## src/rtl/jr_ring_pkg.sv

```systemverilog
package jr_ring_pkg;
  parameter int unsigned REG_DW    = 32;
  parameter int unsigned REG_AW    = 4;
  parameter int unsigned RING_SZW  = 10;

  localparam logic [REG_AW-1:0] A_IN_SIZE  = 4'd0;
  localparam logic [REG_AW-1:0] A_IN_ROOM  = 4'd1;
  localparam logic [REG_AW-1:0] A_IN_ADD   = 4'd2;
  localparam logic [REG_AW-1:0] A_OUT_SIZE = 4'd3;
  localparam logic [REG_AW-1:0] A_OUT_FULL = 4'd4;
  localparam logic [REG_AW-1:0] A_OUT_DRN  = 4'd5;
  localparam logic [REG_AW-1:0] A_STATUS   = 4'd6;
  localparam logic [REG_AW-1:0] A_CONFIG   = 4'd7;
  localparam logic [REG_AW-1:0] A_COMMAND  = 4'd8;
  localparam logic [REG_AW-1:0] A_RD_IDX   = 4'd9;
  localparam logic [REG_AW-1:0] A_WR_IDX   = 4'd10;

  localparam logic [3:0] ERR_DRAIN_OVF = 4'd8;
  localparam logic [3:0] ERR_FILL_OVF  = 4'd9;

  typedef enum logic [1:0] {
    HALT_NONE = 2'd0,
    HALT_BUSY = 2'd1,
    HALT_DONE = 2'd2
  } halt_e;

  // next ring position, wrapping at the programmed size
  function automatic logic [RING_SZW-1:0] wrap_inc(input logic [RING_SZW-1:0] idx,
                                                   input logic [RING_SZW-1:0] size);
    logic [RING_SZW:0] nx;
    nx = {1'b0, idx} + 1'b1;
    return (nx >= {1'b0, size}) ? '0 : nx[RING_SZW-1:0];
  endfunction

  // a software credit claim fits within what is available
  function automatic logic credit_fits(input logic [REG_DW-1:0] n,
                                       input logic [RING_SZW-1:0] avail);
    return n <= REG_DW'(avail);
  endfunction
endpackage

```

## src/rtl/jr_slot_tracker.sv

```systemverilog
module jr_slot_tracker
  import jr_ring_pkg::*;
#(
  parameter int unsigned SZW       = RING_SZW,
  parameter int unsigned DW        = REG_DW,
  parameter bit          INIT_FULL = 1'b0
) (
  input  logic           clk,
  input  logic           rst_n,
  input  logic           size_we,
  input  logic [DW-1:0]  size_wdata,
  input  logic           ring_clear,
  input  logic           step_req,
  input  logic           take_req,
  input  logic [DW-1:0]  take_n,
  output logic [SZW-1:0] size_q,
  output logic [SZW-1:0] cnt_q,
  output logic [SZW-1:0] idx_q,
  output logic           step_ok,
  output logic           take_ovf
);
  logic [SZW-1:0] new_size;
  logic           hold;
  logic           take_ok;
  logic [SZW-1:0] take_amt;

  assign new_size = size_wdata[SZW-1:0];
  assign hold     = ring_clear || size_we;
  assign step_ok  = step_req && !hold && (cnt_q < size_q);
  assign take_ovf = take_req && !hold && !credit_fits(take_n, cnt_q);
  assign take_ok  = take_req && !hold && !take_ovf;
  assign take_amt = take_ok ? take_n[SZW-1:0] : '0;

  always_ff @(posedge clk or negedge rst_n) begin
    if (!rst_n) begin
      size_q <= '0;
      cnt_q  <= '0;
      idx_q  <= '0;
    end else if (size_we) begin
      size_q <= new_size;
      cnt_q  <= INIT_FULL ? new_size : '0;
      idx_q  <= '0;
    end else if (ring_clear) begin
      cnt_q  <= INIT_FULL ? size_q : '0;
      idx_q  <= '0;
    end else begin
      cnt_q <= cnt_q + SZW'(step_ok) - take_amt;
      if (step_ok) idx_q <= wrap_inc(idx_q, size_q);
    end
  end
endmodule

```

## src/rtl/jr_irq_coalesce.sv

```systemverilog
module jr_irq_coalesce #(
  parameter int unsigned CNT_W = 8,
  parameter int unsigned TMR_W = 16
) (
  input  logic             clk,
  input  logic             rst_n,
  input  logic             clear,
  input  logic             ack,
  input  logic             evt,
  input  logic             coal_en,
  input  logic [CNT_W-1:0] cnt_thr,
  input  logic [TMR_W-1:0] tmr_thr,
  output logic             done_q,
  output logic             count_hit,
  output logic             timer_hit
);
  logic [CNT_W-1:0] cnt_q, cnt_base, cnt_nx, eff_thr;
  logic [TMR_W-1:0] tmr_q;

  assign eff_thr  = (cnt_thr == '0) ? CNT_W'(1) : cnt_thr;
  assign cnt_base = ack ? '0 : cnt_q;
  assign cnt_nx   = (evt && cnt_base != '1) ? cnt_base + 1'b1 : cnt_base;
  assign count_hit = evt && (!coal_en || cnt_nx >= eff_thr);
  assign timer_hit = coal_en && (tmr_thr != '0) && (cnt_q != '0) && !done_q && !ack &&
                     (({1'b0, tmr_q} + 1'b1) >= {1'b0, tmr_thr});

  always_ff @(posedge clk or negedge rst_n) begin
    if (!rst_n) begin
      cnt_q  <= '0;
      tmr_q  <= '0;
      done_q <= 1'b0;
    end else if (clear) begin
      cnt_q  <= '0;
      tmr_q  <= '0;
      done_q <= 1'b0;
    end else begin
      cnt_q <= cnt_nx;
      if (count_hit || timer_hit) done_q <= 1'b1;
      else if (ack)               done_q <= 1'b0;
      if (ack || cnt_q == '0 || done_q) tmr_q <= '0;
      else if (tmr_q != '1)             tmr_q <= tmr_q + 1'b1;
    end
  end
endmodule

```

## src/rtl/jr_ring_ctrl.sv

```systemverilog
module jr_ring_ctrl
  import jr_ring_pkg::*;
#(
  parameter int unsigned SZW        = RING_SZW,
  parameter int unsigned CNT_W      = 8,
  parameter int unsigned TMR_W      = 16,
  parameter int unsigned RST_CYCLES = 2
) (
  input  logic              clk,
  input  logic              rst_n,
  input  logic              reg_we,
  input  logic [REG_AW-1:0] reg_addr,
  input  logic [REG_DW-1:0] reg_wdata,
  output logic [REG_DW-1:0] reg_rdata,
  input  logic              hw_consume,
  input  logic              hw_produce,
  output logic              irq
);
  localparam int unsigned NRING = 2;
  localparam int unsigned RCW   = $clog2(RST_CYCLES + 1);
  localparam int unsigned CT_LO = 8;
  localparam int unsigned TT_LO = 16;

  // configuration
  logic             cfg_mask, cfg_coal, cfg_soe;
  logic [CNT_W-1:0] cfg_cnt_thr;
  logic [TMR_W-1:0] cfg_tmr_thr;
  // status
  logic             err_q;
  logic [3:0]       err_type_q;
  halt_e            halt_q;
  logic [RCW-1:0]   rst_cnt_q;
  logic             done_q;

  // named internal events
  logic rst_busy, stall, cmd_go;
  logic consume_go, produce_go, consume_ok, produce_ok;
  logic fill_ovf, drain_ovf;
  logic ack_done, ack_err, ack_halt;
  logic count_hit, timer_hit;

  function automatic logic sel(input logic [REG_AW-1:0] a);
    return reg_we && (reg_addr == a);
  endfunction

  assign rst_busy   = (rst_cnt_q != '0);
  assign stall      = err_q && cfg_soe;
  assign cmd_go     = sel(A_COMMAND) && reg_wdata[0] && !rst_busy;
  assign consume_go = hw_consume && !stall && !rst_busy;
  assign produce_go = hw_produce && !stall && !rst_busy;
  assign ack_done   = sel(A_STATUS) && reg_wdata[0];
  assign ack_err    = sel(A_STATUS) && reg_wdata[1];
  assign ack_halt   = sel(A_STATUS) && reg_wdata[3];

  // two ring halves: index 0 input (starts full of room), 1 output
  logic [NRING-1:0] size_we, step_req, take_req, step_ok, take_ovf;
  logic [SZW-1:0]   ring_size [NRING];
  logic [SZW-1:0]   ring_cnt  [NRING];
  logic [SZW-1:0]   ring_idx  [NRING];

  assign size_we[0]  = sel(A_IN_SIZE);
  assign size_we[1]  = sel(A_OUT_SIZE);
  assign step_req[0] = consume_go;
  assign step_req[1] = produce_go;
  assign take_req[0] = sel(A_IN_ADD) && !rst_busy;
  assign take_req[1] = sel(A_OUT_DRN) && !rst_busy;

  for (genvar g = 0; g < NRING; g++) begin : g_ring
    jr_slot_tracker #(
      .SZW      (SZW),
      .DW       (REG_DW),
      .INIT_FULL(g == 0)
    ) u_trk (
      .clk       (clk),
      .rst_n     (rst_n),
      .size_we   (size_we[g]),
      .size_wdata(reg_wdata),
      .ring_clear(rst_busy),
      .step_req  (step_req[g]),
      .take_req  (take_req[g]),
      .take_n    (reg_wdata),
      .size_q    (ring_size[g]),
      .cnt_q     (ring_cnt[g]),
      .idx_q     (ring_idx[g]),
      .step_ok   (step_ok[g]),
      .take_ovf  (take_ovf[g])
    );
  end

  logic [SZW-1:0] in_size, in_room, rd_idx, out_size, out_full, wr_idx;
  assign in_size    = ring_size[0];
  assign in_room    = ring_cnt[0];
  assign rd_idx     = ring_idx[0];
  assign out_size   = ring_size[1];
  assign out_full   = ring_cnt[1];
  assign wr_idx     = ring_idx[1];
  assign consume_ok = step_ok[0];
  assign produce_ok = step_ok[1];
  assign fill_ovf   = take_ovf[0];
  assign drain_ovf  = take_ovf[1];

  jr_irq_coalesce #(
    .CNT_W(CNT_W),
    .TMR_W(TMR_W)
  ) u_coal (
    .clk      (clk),
    .rst_n    (rst_n),
    .clear    (rst_busy),
    .ack      (ack_done),
    .evt      (produce_ok),
    .coal_en  (cfg_coal),
    .cnt_thr  (cfg_cnt_thr),
    .tmr_thr  (cfg_tmr_thr),
    .done_q   (done_q),
    .count_hit(count_hit),
    .timer_hit(timer_hit)
  );

  always_ff @(posedge clk or negedge rst_n) begin
    if (!rst_n) begin
      cfg_mask    <= 1'b0;
      cfg_coal    <= 1'b0;
      cfg_soe     <= 1'b0;
      cfg_cnt_thr <= '0;
      cfg_tmr_thr <= '0;
    end else if (sel(A_CONFIG)) begin
      cfg_mask    <= reg_wdata[0];
      cfg_coal    <= reg_wdata[1];
      cfg_soe     <= reg_wdata[2];
      cfg_cnt_thr <= reg_wdata[CT_LO +: CNT_W];
      cfg_tmr_thr <= reg_wdata[TT_LO +: TMR_W];
    end
  end

  always_ff @(posedge clk or negedge rst_n) begin
    if (!rst_n) begin
      err_q      <= 1'b0;
      err_type_q <= '0;
    end else if (rst_busy) begin
      err_q      <= 1'b0;
      err_type_q <= '0;
    end else if (fill_ovf) begin
      err_q      <= 1'b1;
      err_type_q <= ERR_FILL_OVF;
    end else if (drain_ovf) begin
      err_q      <= 1'b1;
      err_type_q <= ERR_DRAIN_OVF;
    end else if (ack_err) begin
      err_q      <= 1'b0;
      err_type_q <= '0;
    end
  end

  always_ff @(posedge clk or negedge rst_n) begin
    if (!rst_n) begin
      rst_cnt_q <= '0;
      halt_q    <= HALT_NONE;
    end else begin
      if (cmd_go)        rst_cnt_q <= RCW'(RST_CYCLES);
      else if (rst_busy) rst_cnt_q <= rst_cnt_q - 1'b1;
      if (cmd_go)                                  halt_q <= HALT_BUSY;
      else if (rst_cnt_q == RCW'(1))               halt_q <= HALT_DONE;
      else if (ack_halt && halt_q == HALT_DONE)    halt_q <= HALT_NONE;
    end
  end

  logic [REG_DW-1:0] status_w, config_w;
  assign status_w = {{(REG_DW-12){1'b0}}, err_type_q, 4'b0000, halt_q, err_q, done_q};
  assign config_w = REG_DW'({cfg_tmr_thr, cfg_cnt_thr, 5'b00000, cfg_soe, cfg_coal, cfg_mask});

  always_comb begin
    case (reg_addr)
      A_IN_SIZE:  reg_rdata = REG_DW'(in_size);
      A_IN_ROOM:  reg_rdata = REG_DW'(in_room);
      A_OUT_SIZE: reg_rdata = REG_DW'(out_size);
      A_OUT_FULL: reg_rdata = REG_DW'(out_full);
      A_STATUS:   reg_rdata = status_w;
      A_CONFIG:   reg_rdata = config_w;
      A_RD_IDX:   reg_rdata = REG_DW'(rd_idx);
      A_WR_IDX:   reg_rdata = REG_DW'(wr_idx);
      default:    reg_rdata = '0;
    endcase
  end

  assign irq = (done_q || err_q) && !cfg_mask;
endmodule

```

## config.mk

```make
export PLATFORM = sky130hd
export DESIGN_NAME = jr_ring_ctrl
export DESIGN_NICKNAME = d
export VERILOG_FILES = /design/src/rtl/jr_ring_pkg.sv /design/src/rtl/jr_slot_tracker.sv /design/src/rtl/jr_irq_coalesce.sv /design/src/rtl/jr_ring_ctrl.sv
export SDC_FILE = /design/constraint.sdc
export NUM_CORES = 1
export LEC_CHECK = 0
export ABC_AREA = 0
export BUFFER_PORTS_ARGS = -buffer_cell sky130_fd_sc_hd__buf_2
export CELL_PAD_IN_SITES_DETAIL_PLACEMENT = 0
export CELL_PAD_IN_SITES_GLOBAL_PLACEMENT = 1
export CORE_MARGIN = 2
export CORE_UTILIZATION = 40
export DETAILED_ROUTE_END_ITERATION = 8
export GPL_ROUTABILITY_DRIVEN = 1
export MAX_ROUTING_LAYER = met4
export PLACE_DENSITY = 0.68
export RECOVER_POWER = 50
export SYNTH_ARGS = -nofsm -noshare
export SYNTH_HDL_FRONTEND = slang
export SYNTH_SLANG_ARGS = --single-unit
```

## constraint.sdc

```tcl
create_clock -name clk -period 7.88 [get_ports clk]
set_input_delay 0.788 -clock clk [delete_from_list [all_inputs] [get_ports clk]]
set_output_delay 0.788 -clock clk [all_outputs]
set_load 0.03 [all_outputs]
```

==> results, run 1 <==
- The via count is 8154.
- In the synthesized netlist the dominant register cell turns out to be sky130_fd_sc_hd__dfrtp_1.
- The layout cell share with drive strength beyond 1 is 12.66%.
- The internal power of the cells totals 1.682 mW.
- For this design the total switching power over the nets is 1.060 mW.
- The slowest cell on the critical path is sky130_fd_sc_hd__clkbuf_1.
- For this design, the sink count on the clock tree is 119.
- The floorplan step set the die width to ~160 µm.
- The fill cell total of the finished layout is 2253.
- For this design the ratio of total power to cell area is 262.1 nW/µm².
- The average instance in the mapped netlist occupies between 8 and 9 µm².
- The minimum setup slack in the final design is 2.530 ns.
- Entering global routing, the biggest net connects 77 pins.
- Hold is met by around 0.50 ns.
- The worst pin sits at a relative slew slack of -74.73%.
- The cell count after placement is 1376.
- The async set-or-reset flop fraction in the synthesized netlist is 100.0%.
- The deepest level of the CTS H-tree is 4.
- The maximum clock insertion buffer count is 2.
- The number of enable flip-flop cells after synthesis is 0.
- Counting flops and latches in the post-synthesis netlist gives approximately 120.
- The worst setup path is captured at a flop.
- The largest fanout of any net on the critical path is 31.
- Buffers placed on the I/O ports in this run total between 70 and 80.
- The worst setup path is of the in2reg kind.
- The routability-driven placement congestion ratio is about 0.9.
- The power after layout is 2.743 mW.
- The minimum setup slack after placement is 2.536 ns.
- Post-CTS repair changed the size of 0 cells.
- The family of cells with the greatest summed delay on the critical path is simple AND/OR/NAND/NOR gates.
- The TritonCTS clock tree is yes.
- After floorplanning, the core was divided into 55 placement rows.
- TritonCTS created 17 clock buffers.
- The final-report max-slew violation count is 122.
- The leakage power total is 5.046 nW.
- The initial antenna violation count is 1.
- After the last flow step, the layout net total stands at 1277.
- Summing every instance area after synthesis gives 9241 µm².
- The cell count after synthesis is 1046.
- The number of failing setup endpoints in the final timing report is 0.
- Leaving out filler cells and counting taps, the final layout contains about 1400.
- After floorplanning, the core was sized to cover 22640 µm².
- The global routing usage summed across all routing layers is approximately 25%.
- The sequential area share after synthesis is approximately a third.
- The estimated wirelength of the detail-placed design is approximately 22000 µm.
- The worst endpoint required time is between 8 and 9 ns.
- The flow ran to the end, but the final reports show violations.
- Summed over all layers, the global routing overflow is 0.
- For this configuration, the core starts out at a cell density of 40.82%.
- Of the total power, the share spent switching nets is 38.66%.
- The net count after synthesis is 1213.
- The number of warnings printed during yosys synthesis is 0.
- Setup repair after global routing left no endpoint under its margin.
- Of the total power, registers draw 31.1%.
- After clock tree synthesis, the clock-pin slew on the worst setup and hold paths is 0.06 ns.
- The number of endpoints with negative hold slack in the final report is 0.
- The floorplan step set the die height to 156 µm.
- During I/O placement, the number of pins put on the boundary was 74.
- Once the clock tree was built, the setup fixing pass inserted 0 buffers.
- For the final database, setup skew stands at 0.009101 ns.
- The transition at the pin with the smallest max-transition slack is 2.621 ns.
- For this run, the slowest stage of the critical path takes approximately 1 ns.
- Using the TritonRoute via totals, the vias-per-cell ratio works out to 5.791.
- The final design instance area without fill is 10470 µm².
- The number of nets with antenna violations after routing is 0.
- The via count of the first global-routing pass came to 7962.
- In the final routed layout, each cell accounts on average for around 20 µm.
- The final routed DRC violation total is 0.
- The final routed wirelength across all metal layers is 28780 µm.
- The layout-stage area growth over the synthesis result is 13.24%.
- The floorplan step defined a die boundary enclosing 24340 µm².
- Across the run, the number of max-cap violations was 2.
- After layout, the worst path uses 67.89% of the clock period.
- The total iterations of the first detailed-routing run is 6.
- The number of buffers and inverters on the critical path is 2.
- The cell repeated most along the worst path is sky130_fd_sc_hd__clkbuf_1.
- For this run, the share of the core covered by cells in the final layout is 46.22%.
- VDD sags by at most roughly 160 µV.
- The accumulated negative setup slack is 0 ns.
- The worst hold path belongs to the class reg2reg.
- The time the final worst path needs with I/O delays and setup is 5.350 ns.
- The clock power share is 29.6%.
- The maximum operating frequency is 186.9 MHz.
- Walking the worst path, the cells encountered are clkbuf_1 > or3b_2 > nor3_1 > clkbuf_1 > nor2_1 > o211a_1 > ha_1 > a211oi_1 > o21ai_0 > or4_1 > a221o_1 > xnor2_1 > xor2_1 > a31o_2.
- Combinational logic is responsible for between 30% and 40% of the overall power.
- The violation count after the first detailed-routing iteration is 552.
- At the later pin of the worst-skew pair, clock insertion delay measures 0.43 ns.
- The buffer type at the clock tree root is sky130_fd_sc_hd__clkbuf_16.
- The launching element type of the critical path is an input port.
- The checks that failed: capacitance limit, slew limit.
- The global-route wire length before repair is approximately 46000 µm.
- Buffers inserted to repair hold after CTS numbered 0.
- Counting distinct cell types in the post-synthesis netlist gives 64.
- The critical path data arrival time is 5.66 ns.
- Once placement finished, the instance area stood at between 9000 and 10000 µm².
path summary, 6_finish.rpt:
path	startpoint	to	slack (ns)	cells after the start
worst max register to register	rst_cnt_q[0]	g_ring[1].u_trk.cnt_q[9]	3.09	17
worst max-delay path	reg_addr[3]	g_ring[0].u_trk.cnt_q[9]	2.53	14
max in group asynchronous	rst_n	g_ring[0].u_trk.size_q[0]	3.62	2
min in group asynchronous	rst_n	g_ring[1].u_trk.idx_q[7]	1.18	1
worst min register to register	err_type_q[3]	err_type_q[3]	0.50	1
worst min-delay path	err_type_q[3]	err_type_q[3]	0.50	1
area by class of cell:
class	instances	area (µm²)	area share (%)
Multi-Input combinational cell	795	5768	55.12
Sequential cell	119	2978	28.46
Clock buffer	23	478.0	4.567
Timing Repair Buffer	79	392.9	3.754
Inverter	98	367.9	3.515
Tap cell	285	356.6	3.407
Clock inverter	8	121.4	1.160
Antenna cell	1	2.502	0.02391
cell usage after synthesis, drive strengths merged, types with 7 or more instances:
cell type / count / area, µm²
xor2: 19 / 166.4
xnor2: 30 / 262.8
nor3: 39 / 195.2
nand3: 32 / 160.2
and3: 14 / 87.58
a22o: 8 / 70.07
inv: 98 / 367.9
nand2b: 14 / 87.58
nor4: 18 / 118.9
nand4: 19 / 118.9
a31oi: 7 / 43.79
nor2: 57 / 214.0
clkbuf: 27 / 101.4
a211oi: 14 / 105.1
ha: 124 / 1551
nand2: 89 / 334.1
dfrtp: 119 / 2978
and2: 9 / 56.30
buf: 7 / 32.53
nor2b: 15 / 93.84
a21oi: 46 / 230.2
o21ai: 78 / 394.1
mux2: 29 / 326.6
mux2i: 12 / 120.1
a21o: 22 / 165.2
power groups by stage:
stage / registers (mW) / logic, mW / clock network (mW)
2_1_floorplan: 0.794 / 0.809 / 0
3_3_place_gp: 0.860 / 1.06 / 0
3_5_place_dp: 0.861 / 1.08 / 0
4_1_cts: 0.851 / 1.08 / 0.822
5_1_grt: 0.867 / 1.22 / 0.856
6_report: 0.852 / 1.08 / 0.812
cell families (layout without fill, tap and decap cells):
group / count (synthesis) / after routing / synth area share [%]
DFF: 119 / 119 / 32.22
muxes: 41 / 41 / 4.833
AOI/OAI and AO/OA: 241 / 241 / 17.03
other: 0 / 1 / 0
xor gates and xnor gates: 49 / 49 / 4.644
and+or+nand+nor: 338 / 338 / 18.62
adders and majority gates: 126 / 126 / 17.22
buffers and inverters: 132 / 208 / 5.429
layout by cell type, fill, tap and decap left out, types with 4 or more instances in the layout:
master | Yosys | layout
sky130_fd_sc_hd__and2_1 | 9 | 9
sky130_fd_sc_hd__a211o_1 | 4 | 4
sky130_fd_sc_hd__inv_1 | 98 | 98
sky130_fd_sc_hd__a211oi_1 | 14 | 14
sky130_fd_sc_hd__and3_1 | 14 | 14
sky130_fd_sc_hd__nand2b_1 | 14 | 14
sky130_fd_sc_hd__nor4_1 | 17 | 17
sky130_fd_sc_hd__clkbuf_1 | 27 | 9
sky130_fd_sc_hd__nor3_1 | 39 | 39
sky130_fd_sc_hd__a21o_1 | 22 | 22
sky130_fd_sc_hd__clkbuf_16 | 0 | 17
sky130_fd_sc_hd__nor2b_1 | 15 | 15
sky130_fd_sc_hd__a222oi_1 | 6 | 6
sky130_fd_sc_hd__nor3b_1 | 5 | 5
sky130_fd_sc_hd__a22o_1 | 8 | 8
sky130_fd_sc_hd__nand2_1 | 89 | 89
sky130_fd_sc_hd__o211ai_1 | 4 | 4
sky130_fd_sc_hd__o21a_1 | 6 | 6
sky130_fd_sc_hd__mux2_2 | 29 | 29
sky130_fd_sc_hd__a22oi_1 | 5 | 5
sky130_fd_sc_hd__a41oi_1 | 5 | 5
sky130_fd_sc_hd__a32oi_1 | 4 | 4
sky130_fd_sc_hd__nand4_1 | 19 | 19
sky130_fd_sc_hd__a31oi_1 | 7 | 7
sky130_fd_sc_hd__or3_1 | 5 | 5
sky130_fd_sc_hd__nand3b_1 | 5 | 5
sky130_fd_sc_hd__mux2i_1 | 12 | 12
sky130_fd_sc_hd__a21oi_1 | 46 | 46
sky130_fd_sc_hd__ha_1 | 124 | 124
sky130_fd_sc_hd__nor2_1 | 57 | 57
sky130_fd_sc_hd__buf_2 | 5 | 70
sky130_fd_sc_hd__dfrtp_1 | 119 | 119
sky130_fd_sc_hd__xor2_1 | 19 | 19
sky130_fd_sc_hd__nand3_1 | 32 | 32
sky130_fd_sc_hd__nand4b_1 | 4 | 4
sky130_fd_sc_hd__or2_2 | 4 | 4
sky130_fd_sc_hd__o21ai_0 | 76 | 76
sky130_fd_sc_hd__xnor2_1 | 30 | 30
sequential cells by signal, summed over array words and instances, names as in the netlist, 2 cells and up:
name / cells
cfg_cnt_thr: 8
cfg_tmr_thr: 16
err_type_q: 2
g_ring.u_trk.cnt_q: 20
g_ring.u_trk.idx_q: 20
g_ring.u_trk.size_q: 20
halt_q: 2
rst_cnt_q: 2
u_coal.cnt_q: 8
u_coal.tmr_q: 16
layer usage:
layer  share of wire, %  wire length [µm]  up-vias  track usage [%]
met5                  0                 0        -                -
met4                3.0               857        0            9.131
met3                4.5              1298       48            3.833
met2                 46             13230      200            38.92
met1                 47             13400     3978            33.85
li1                   -                 -     3928                -
(Power assumes the default switching activity.)
==> inputs of run 2 (changes only) <==
--- a/config.mk
+++ b/config.mk
@@ -14,7 +14,7 @@
 export DETAILED_ROUTE_END_ITERATION = 8
 export GPL_ROUTABILITY_DRIVEN = 1
 export MAX_ROUTING_LAYER = met4
-export PLACE_DENSITY = 0.68
+export PLACE_DENSITY = 0.71
 export RECOVER_POWER = 50
 export SYNTH_ARGS = -nofsm -noshare
 export SYNTH_HDL_FRONTEND = slang
==> constraint.sdc (replaced) <==
create_clock -name clk -period 4.6 [get_ports clk]
set_input_delay 0.46 -clock clk [delete_from_list [all_inputs] [get_ports clk]]
set_output_delay 0.46 -clock clk [all_outputs]
set_load 0.03 [all_outputs]
==> run 2 against run 1 <==
Against the previous run: the run still ends with capacitance limit, slew limit left; via count increased by 0.85%; register-to-register slack got worse by 2.8 ns; non-clock buffer count is 42 higher; total power is 75% higher; die area stayed put; critical endpoint unchanged; global-route usage shrank 0.37 points; design area rose by 3.0%; largest power group unchanged; combinational power up 85%.
==> results, run 2 (synthesized netlist as in run 1, its figures left out) <==
- The run finished, with violations left.
- The checks that failed: capacitance limit, slew limit.
- The relative slew slack came to -61.15% (+14 points).
- The initial core utilization is 40.82% (unchanged).
- The number of setup buffers added after CTS is 0 (unchanged).
- TritonCTS built the clock tree.
- The vertical die dimension was 156 µm (unchanged).
- The clock power share came to 28.6% (-1.0 points).
- The via count is 8223 (+0.85%).
- The I/O pin count is 74 (unchanged).
- The total congestion overflow after global routing is 0 (unchanged).
- Signal routing reaches up to met4.
- The length of routed met2 wiring is 12960 µm (-2.0%).
- The area of the die is 24340 µm² (unchanged).
- The row count is 55 (unchanged).
- The utilization after layout came to 47.62% (+1.4 points).
- The sequential group share of total power was 29.8% (-1.3 points).
- The largest fanout of any net on the critical path is 4 (-87%).
- The area of the core region is 22640 µm² (unchanged).
- The final routed DRC violation total came to 0 (unchanged).
- The most common cell after layout, fill and taps aside is sky130_fd_sc_hd__ha_1.
- The sort of element at the end of the critical path is a flop.
- The share of the cycle needed by the critical path after routing is 93.25%.
- The critical path start-end classification is reg2reg.
- The worst setup path is launched from a flop.
- The total net switching power is 1.902 mW (+79%).
- The average routed wire per standard cell is 19.84 µm (-2.9%).
- The peak supply drop came to 307.4 µV (+92%).
- The via count of the first global-routing pass came to 7895 (-0.84%).
- The layout cell share with drive strength beyond 1 came to 16.22% (+3.6 points).
- The port buffer count is 73 (unchanged).
- The transition at the pin with the smallest max-transition slack was 2.417 ns (-0.2038 ns).
- The class of the tightest hold or removal check is in2reg.
- The internal power contribution is 2.889 mW (+72%).
- The estimated wirelength of the detail-placed design is 22390 µm (+2.2%).
- The violation count after the first detailed-routing iteration is 620 (+12%).
- The power after layout is 4.791 mW (+75%).
- The maximum clock skew at final layout was 0.01353 ns (+0.004425 ns).
- The initial antenna violation count came to 1 (unchanged).
- The maximum clock insertion buffer count is 2 (unchanged).
- The final design instance area without fill came to 10780 µm² (+3.0%).
- Clock tree synthesis selected as its root buffer the cell sky130_fd_sc_hd__clkbuf_16.
- The combinational group share of total power is 41.7% (+2.4 points).
- The critical path data arrival time is 4.60 ns (-1.06 ns).
- The worst endpoint required time is 4.91 ns (-3.28 ns).
- The leakage power total came to 5.244 nW (+3.9%).
- The pin count of the biggest net entering global routing is 82 (+6.5%).
- After layout, the minimum clock period comes to 4.290 ns.
- The accumulated negative setup slack came to 0 ns (unchanged).
- The total iterations of the first detailed-routing run is 6 (unchanged).
- The final-report max-slew violation count is 39 (-68%).
- The placed cell area is 10210 µm² (+3.3%).
- The number of nets with antenna violations after routing was 0 (unchanged).
- The global-route wire length before repair is 45020 µm (-1.3%).
- The deepest level of the CTS H-tree is 4 (unchanged).
- The largest registers in the layout are g_ring.u_trk.cnt_q x20, g_ring.u_trk.idx_q x20, g_ring.u_trk.size_q x20.
- The ratio of total power to cell area is 444.4 nW/µm² (+70%).
- The routability-driven placement congestion ratio is 0.9032 (-2.0%).
- The layout-stage area growth over the synthesis result is 16.65%.
- The length of routed wiring on met1 is 13620 µm (+1.7%).
- The global routing usage summed across all routing layers is 24.90% (-0.37 points).
- The number of endpoints with negative hold slack in the final report was 0 (unchanged).
- The clock network latency to the later pin of the worst-skew pair is 0.43 ns (about the same).
- The number of vias per cell after detailed routing is 5.667 (-2.1%).
- Derived from the worst setup path, the maximum achievable clock frequency is 233.1 MHz.
- The number of sinks driven by the clock tree is 119 (unchanged).
- The x dimension of the die was 156 µm (unchanged).
- The met3 wire length came to 1619 µm (+25%).
- The CTS clock-pin slew for the worst setup and hold paths is 0.07 ns (about the same).
- The CTS buffer count is 17 (unchanged).
- Leaving out fill and tap cells, the most frequent cells in the layout are sky130_fd_sc_hd__ha_1, sky130_fd_sc_hd__dfrtp_1, sky130_fd_sc_hd__inv_1.
- The number of failing setup endpoints in the final timing report is 0 (unchanged).
- The final-stage net count is 1319 (+3.3%).
- Setup repair after global routing left no endpoint under its margin.
- The max capacitance violation total came to 1 (-1).
- The final routed wirelength across all metal layers was 28790 µm (about the same).
- The fraction of power spent switching nets was 39.70% (+1.0 points).
run 2: routing by layer:
layer / vias to the layer above / global-route usage [%]
met1: 3939 / 34.45
met4: 0 / 6.640
met3: 34 / 4.167
met2: 235 / 37.88
li1: 4015 / -
met5: - / -
run 2: per-stage QoR:
step,setup WS (ns),std cells,hold slack (ns)
CTS,0.2711,1450,0.04987
finish,0.3104,1451,0.2825
global placement,0.1954,1418,0.4922
detailed placement,0.1727,1418,0.4979
global route,0.01165,1451,0.2711
floorplan,0.3619,1046,0.1644
run 2: final cells by class:
type | instances | area [µm²]
Fill cell | 2212 | 11860
Multi-Input combinational cell | 795 | 5762
Sequential cell | 119 | 2979
Timing Repair Buffer | 121 | 721.9
Clock buffer | 17 | 425.4
Inverter | 98 | 367.9
Tap cell | 285 | 356.6
Clock inverter | 15 | 165.2
Antenna cell | 1 | 2.502
run 2: power by group through the flow:
stage | logic (mW) | clock network, mW | registers (mW)
floorplan | 1.39 | 0 | 1.36
global placement | 1.96 | 0 | 1.44
detailed placement | 1.99 | 0 | 1.44
CTS | 2.00 | 1.38 | 1.42
global route | 2.26 | 1.43 | 1.45
finish | 2.00 | 1.37 | 1.43
run 2: worst max-delay path, stage by stage (launching register included):
cell and delay [ns]:
sky130_fd_sc_hd__dfrtp_1 0.42, sky130_fd_sc_hd__inv_1 0.15, sky130_fd_sc_hd__ha_1 0.26, sky130_fd_sc_hd__nor2b_1 0.13, sky130_fd_sc_hd__o21a_1 0.16, sky130_fd_sc_hd__o21ai_0 0.15, sky130_fd_sc_hd__a21o_1 0.21, sky130_fd_sc_hd__nand2_1 0.09
sky130_fd_sc_hd__nor2_1 0.13, sky130_fd_sc_hd__buf_4 0.13, sky130_fd_sc_hd__nand2_1 0.05, sky130_fd_sc_hd__ha_1 0.27, sky130_fd_sc_hd__ha_1 0.23, sky130_fd_sc_hd__a211oi_1 0.28, sky130_fd_sc_hd__o21ai_0 0.16, sky130_fd_sc_hd__or4_1 0.44
sky130_fd_sc_hd__a221o_1 0.32, sky130_fd_sc_hd__xnor2_1 0.23, sky130_fd_sc_hd__xor2_1 0.10, sky130_fd_sc_hd__a31o_2 0.25
run 2: worst paths after layout:
path,start,to,slack (ns),cells past startpoint
max,g_ring[0].u_trk.cnt_q[1],g_ring[0].u_trk.cnt_q[9],0.31,19
min reg2reg,cfg_cnt_thr[2],cfg_cnt_thr[2],0.51,1
max reg2reg,g_ring[0].u_trk.cnt_q[1],g_ring[0].u_trk.cnt_q[9],0.31,19
max in group asynchronous,rst_n,g_ring[0].u_trk.cnt_q[7],2.26,1
min in group asynchronous,rst_n,g_ring[1].u_trk.cnt_q[2],0.78,1
min,reg_wdata[22],cfg_tmr_thr[6],0.28,2
run 2: what timing repair did:
item,in CTS,in global routing
hold buffers,0,0
gates resized for setup,0,1
endpoints found under the setup margin,0,1
==> inputs of run 3 (changes only) <==
--- a/config.mk
+++ b/config.mk
@@ -6,6 +6,7 @@
 export NUM_CORES = 1
 export LEC_CHECK = 0
 export ABC_AREA = 0
+export ABC_CLOCK_PERIOD_IN_PS = 4600
 export BUFFER_PORTS_ARGS = -buffer_cell sky130_fd_sc_hd__buf_2
 export CELL_PAD_IN_SITES_DETAIL_PLACEMENT = 0
 export CELL_PAD_IN_SITES_GLOBAL_PLACEMENT = 1
@@ -15,7 +16,6 @@
 export GPL_ROUTABILITY_DRIVEN = 1
 export MAX_ROUTING_LAYER = met4
 export PLACE_DENSITY = 0.71
-export RECOVER_POWER = 50
 export SYNTH_ARGS = -nofsm -noshare
 export SYNTH_HDL_FRONTEND = slang
 export SYNTH_SLANG_ARGS = --single-unit
==> run 3 against run 2 <==
Against the previous run: the run now ends clean; combinational power is essentially flat; highest routed layer unchanged; largest cell class unchanged; clock-buffer cell count is the same; routed wire length decreased by 0.14%; sequential share of layout area shrank 0.061 points; register-to-register slack about the same.
==> results, run 3 (synthesized netlist as in run 1, its figures left out) <==
- The length of routed wiring on met1 is 13670 µm (+0.36%).
- The number of nets with antenna violations after routing is 0 (unchanged).
- The deepest level of the CTS H-tree is 4 (unchanged).
- The clock network latency to the later pin of the worst-skew pair came to 0.43 ns (about the same).
- The time the final worst path needs with I/O delays and setup was 4.292 ns (+0.002792 ns).
- The worst endpoint required time is 4.91 ns (about the same).
- The minimum setup slack after placement is 0.1727 ns (unchanged).
- The final-report max-slew violation count is 0 (-100%).
- The global routing usage summed across all routing layers is 24.90% (unchanged).
- Setup repair after global routing left no endpoint under its margin.
- The number of failing setup endpoints in the final timing report came to 0 (unchanged).
- The row count is 55 (unchanged).
- The number of endpoints with negative hold slack in the final report is 0 (unchanged).
- The area of the die is 24340 µm² (unchanged).
- By startpoint and endpoint, the worst setup path is classified as reg2reg.
- The largest fanout of any net on the critical path was 4 (unchanged).
- The x dimension of the die is 156 µm (unchanged).
- The final design instance area without fill is 10800 µm² (+0.22%).
- The placed cell area is 10210 µm² (unchanged).
- The final routed DRC violation total came to 0 (unchanged).
- The maximum operating frequency was 233.0 MHz (about the same).
- The critical path data arrival time is 4.61 ns (about the same).
- The register-to-register setup slack came to 0.31 ns (about the same).
- The area of the core region was 22640 µm² (unchanged).
- The via count of the first global-routing pass came to 7895 (unchanged).
- The cell count after placement is 1418 (unchanged).
- The routability-driven placement congestion ratio is 0.9032 (unchanged).
- The number of sinks driven by the clock tree came to 119 (unchanged).
- The run finished with clean final reports.
- The average routed wire per standard cell is 19.82 µm (-0.14%).
- The I/O pin count was 74 (unchanged).
- The CTS buffer count is 17 (unchanged).
- The layout cell share with drive strength beyond 1 came to 16.74% (+0.52 points).
- The max capacitance violation total is 0 (-1).
- The final-stage net count is 1319 (unchanged).
- The launching element type of the critical path is a flop.
- The global-route wire length before repair is 45020 µm (unchanged).
- The met3 wire length came to 1550 µm (-4.3%).
- The tree is rooted in a sky130_fd_sc_hd__clkbuf_16.
- The cts-stage hold buffer count came to 0 (unchanged).
- The final routed wirelength across all metal layers is 28750 µm (-0.14%).
- The initial antenna violation count is 1 (unchanged).
- The library cells used most frequently in the layout, excluding fill and tap cells, are sky130_fd_sc_hd__ha_1, sky130_fd_sc_hd__dfrtp_1, sky130_fd_sc_hd__inv_1.
- The transition at the pin with the smallest max-transition slack was 0.8822 ns (-1.535 ns).
- The sort of element at the end of the critical path is a flop.
- The violation count after the first detailed-routing iteration is 641 (+3.4%).
- The pin count of the biggest net entering global routing is 82 (unchanged).
- The power after layout is 4.792 mW (about the same).
- The class of the tightest hold or removal check is in2async.
- The length of routed met2 wiring came to 12920 µm (-0.32%).
- The layout-stage area growth over the synthesis result is 16.91%.
- The peak supply drop is 306.8 µV (-0.18%).
- The most common cell after layout, fill and taps aside is sky130_fd_sc_hd__ha_1.
- The initial core utilization is 40.82% (unchanged).
- The vertical die dimension was 156 µm (unchanged).
- The share of the cycle needed by the critical path after routing came to 93.31% (about the same).
- The estimated wirelength of the detail-placed design came to 22390 µm (unchanged).
- The total congestion overflow after global routing is 0 (unchanged).
- The via count is 8234 (+0.13%).
- The maximum clock skew at final layout came to 0.01286 ns (-0.0006638 ns).
- The leakage power total is 5.264 nW (+0.39%).
- The CTS clock-pin slew for the worst setup and hold paths was 0.07 ns (about the same).
- The port buffer count is 73 (unchanged).
- The post-layout instance count excluding filler cells came to 1451 (unchanged).
- The ratio of total power to cell area is 443.5 nW/µm² (-0.20%).
- The total iterations of the first detailed-routing run is 5 (-1).
- The number of vias per cell after detailed routing came to 5.675 (+0.13%).
- The relative slew slack is 40.44% (+100 points).
- The largest registers in the layout are g_ring.u_trk.cnt_q x20, g_ring.u_trk.idx_q x20, g_ring.u_trk.size_q x20.
- The maximum clock insertion buffer count is 2 (unchanged).
- The top metal layer carrying routed signals is met4.
- The accumulated negative setup slack was 0 ns (unchanged).
- TritonCTS built the clock tree.
- The minimum setup slack in the final design is 0.3076 ns (-0.002792 ns).
-- run 3: changes by cell type in the layout (fill, tap and decap cells not counted) --
cell	previous run	this run
sky130_fd_sc_hd__clkbuf_1	5	0
sky130_fd_sc_hd__nor3_1	39	38
sky130_fd_sc_hd__buf_4	43	48
sky130_fd_sc_hd__nor3_2	0	1
-- run 3: final timing paths --
kind                                          start                       end  cells after the start
max                        g_ring[0].u_trk.cnt_q[1]  g_ring[0].u_trk.cnt_q[9]                     19
min                                           rst_n  g_ring[1].u_trk.cnt_q[2]                      1
max reg2reg                g_ring[0].u_trk.cnt_q[1]  g_ring[0].u_trk.cnt_q[9]                     19
min reg2reg                          cfg_cnt_thr[2]            cfg_cnt_thr[2]                      1
max in group asynchronous                     rst_n  g_ring[0].u_trk.idx_q[6]                      2
min in group clk                      reg_wdata[22]            cfg_tmr_thr[6]                      2
-- run 3: stage by stage --
stage,hold WS [ns],utilization [%]
3_5_place_dp,0.4979,45.10
3_3_place_gp,0.4922,45.10
4_1_cts,0.04987,47.70
2_1_floorplan,0.1644,-
5_1_grt,0.06909,47.72
6_report,0.02727,47.72
-- run 3: critical path, cell delays in order (launching register included) --
cell,delay [ns]
sky130_fd_sc_hd__dfrtp_1,0.42
sky130_fd_sc_hd__inv_1,0.15
sky130_fd_sc_hd__ha_1,0.26
sky130_fd_sc_hd__nor2b_1,0.13
sky130_fd_sc_hd__o21a_1,0.16
sky130_fd_sc_hd__o21ai_0,0.14
sky130_fd_sc_hd__a21o_1,0.22
sky130_fd_sc_hd__nand2_1,0.09
sky130_fd_sc_hd__nor2_1,0.13
sky130_fd_sc_hd__buf_4,0.13
sky130_fd_sc_hd__nand2_1,0.05
sky130_fd_sc_hd__ha_1,0.27
sky130_fd_sc_hd__ha_1,0.23
sky130_fd_sc_hd__a211oi_1,0.28
sky130_fd_sc_hd__o21ai_0,0.16
sky130_fd_sc_hd__or4_1,0.44
sky130_fd_sc_hd__a221o_1,0.32
sky130_fd_sc_hd__xnor2_1,0.23
sky130_fd_sc_hd__xor2_1,0.10
sky130_fd_sc_hd__a31o_2,0.25
-- run 3: power breakdown --
| group | internal, mW | switching (mW) |
|---|---|---|
| sequential | 1.23 | 0.197 |
| combinational | 0.851 | 1.15 |
| clock | 0.809 | 0.558 |
| total | 2.89 | 1.90 |
-- run 3: cell type report --
class,instances,area [µm²]
inverters,98,367.9
clock inverters,15,165.2
clock buffers,17,425.4
diodes,1,2.502
multi-input cells,795,5767
fillers,2208,11840
well taps,285,356.6
repair buffers,121,740.7
flip-flops and latches,119,2979
-- run 3: what timing repair did --
action | in CTS | in global routing
buffers inserted | 0 | 0
setup endpoints to repair | 0 | 1
hold endpoints to repair | 0 | 0
gates resized for setup | 0 | 1
-- run 3: per-layer routing --
layer | up-vias | track usage, %
met5 | - | -
met4 | 0 | 6.640
met3 | 35 | 4.167
met2 | 225 | 37.88
met1 | 3956 | 34.45
li1 | 4018 | -
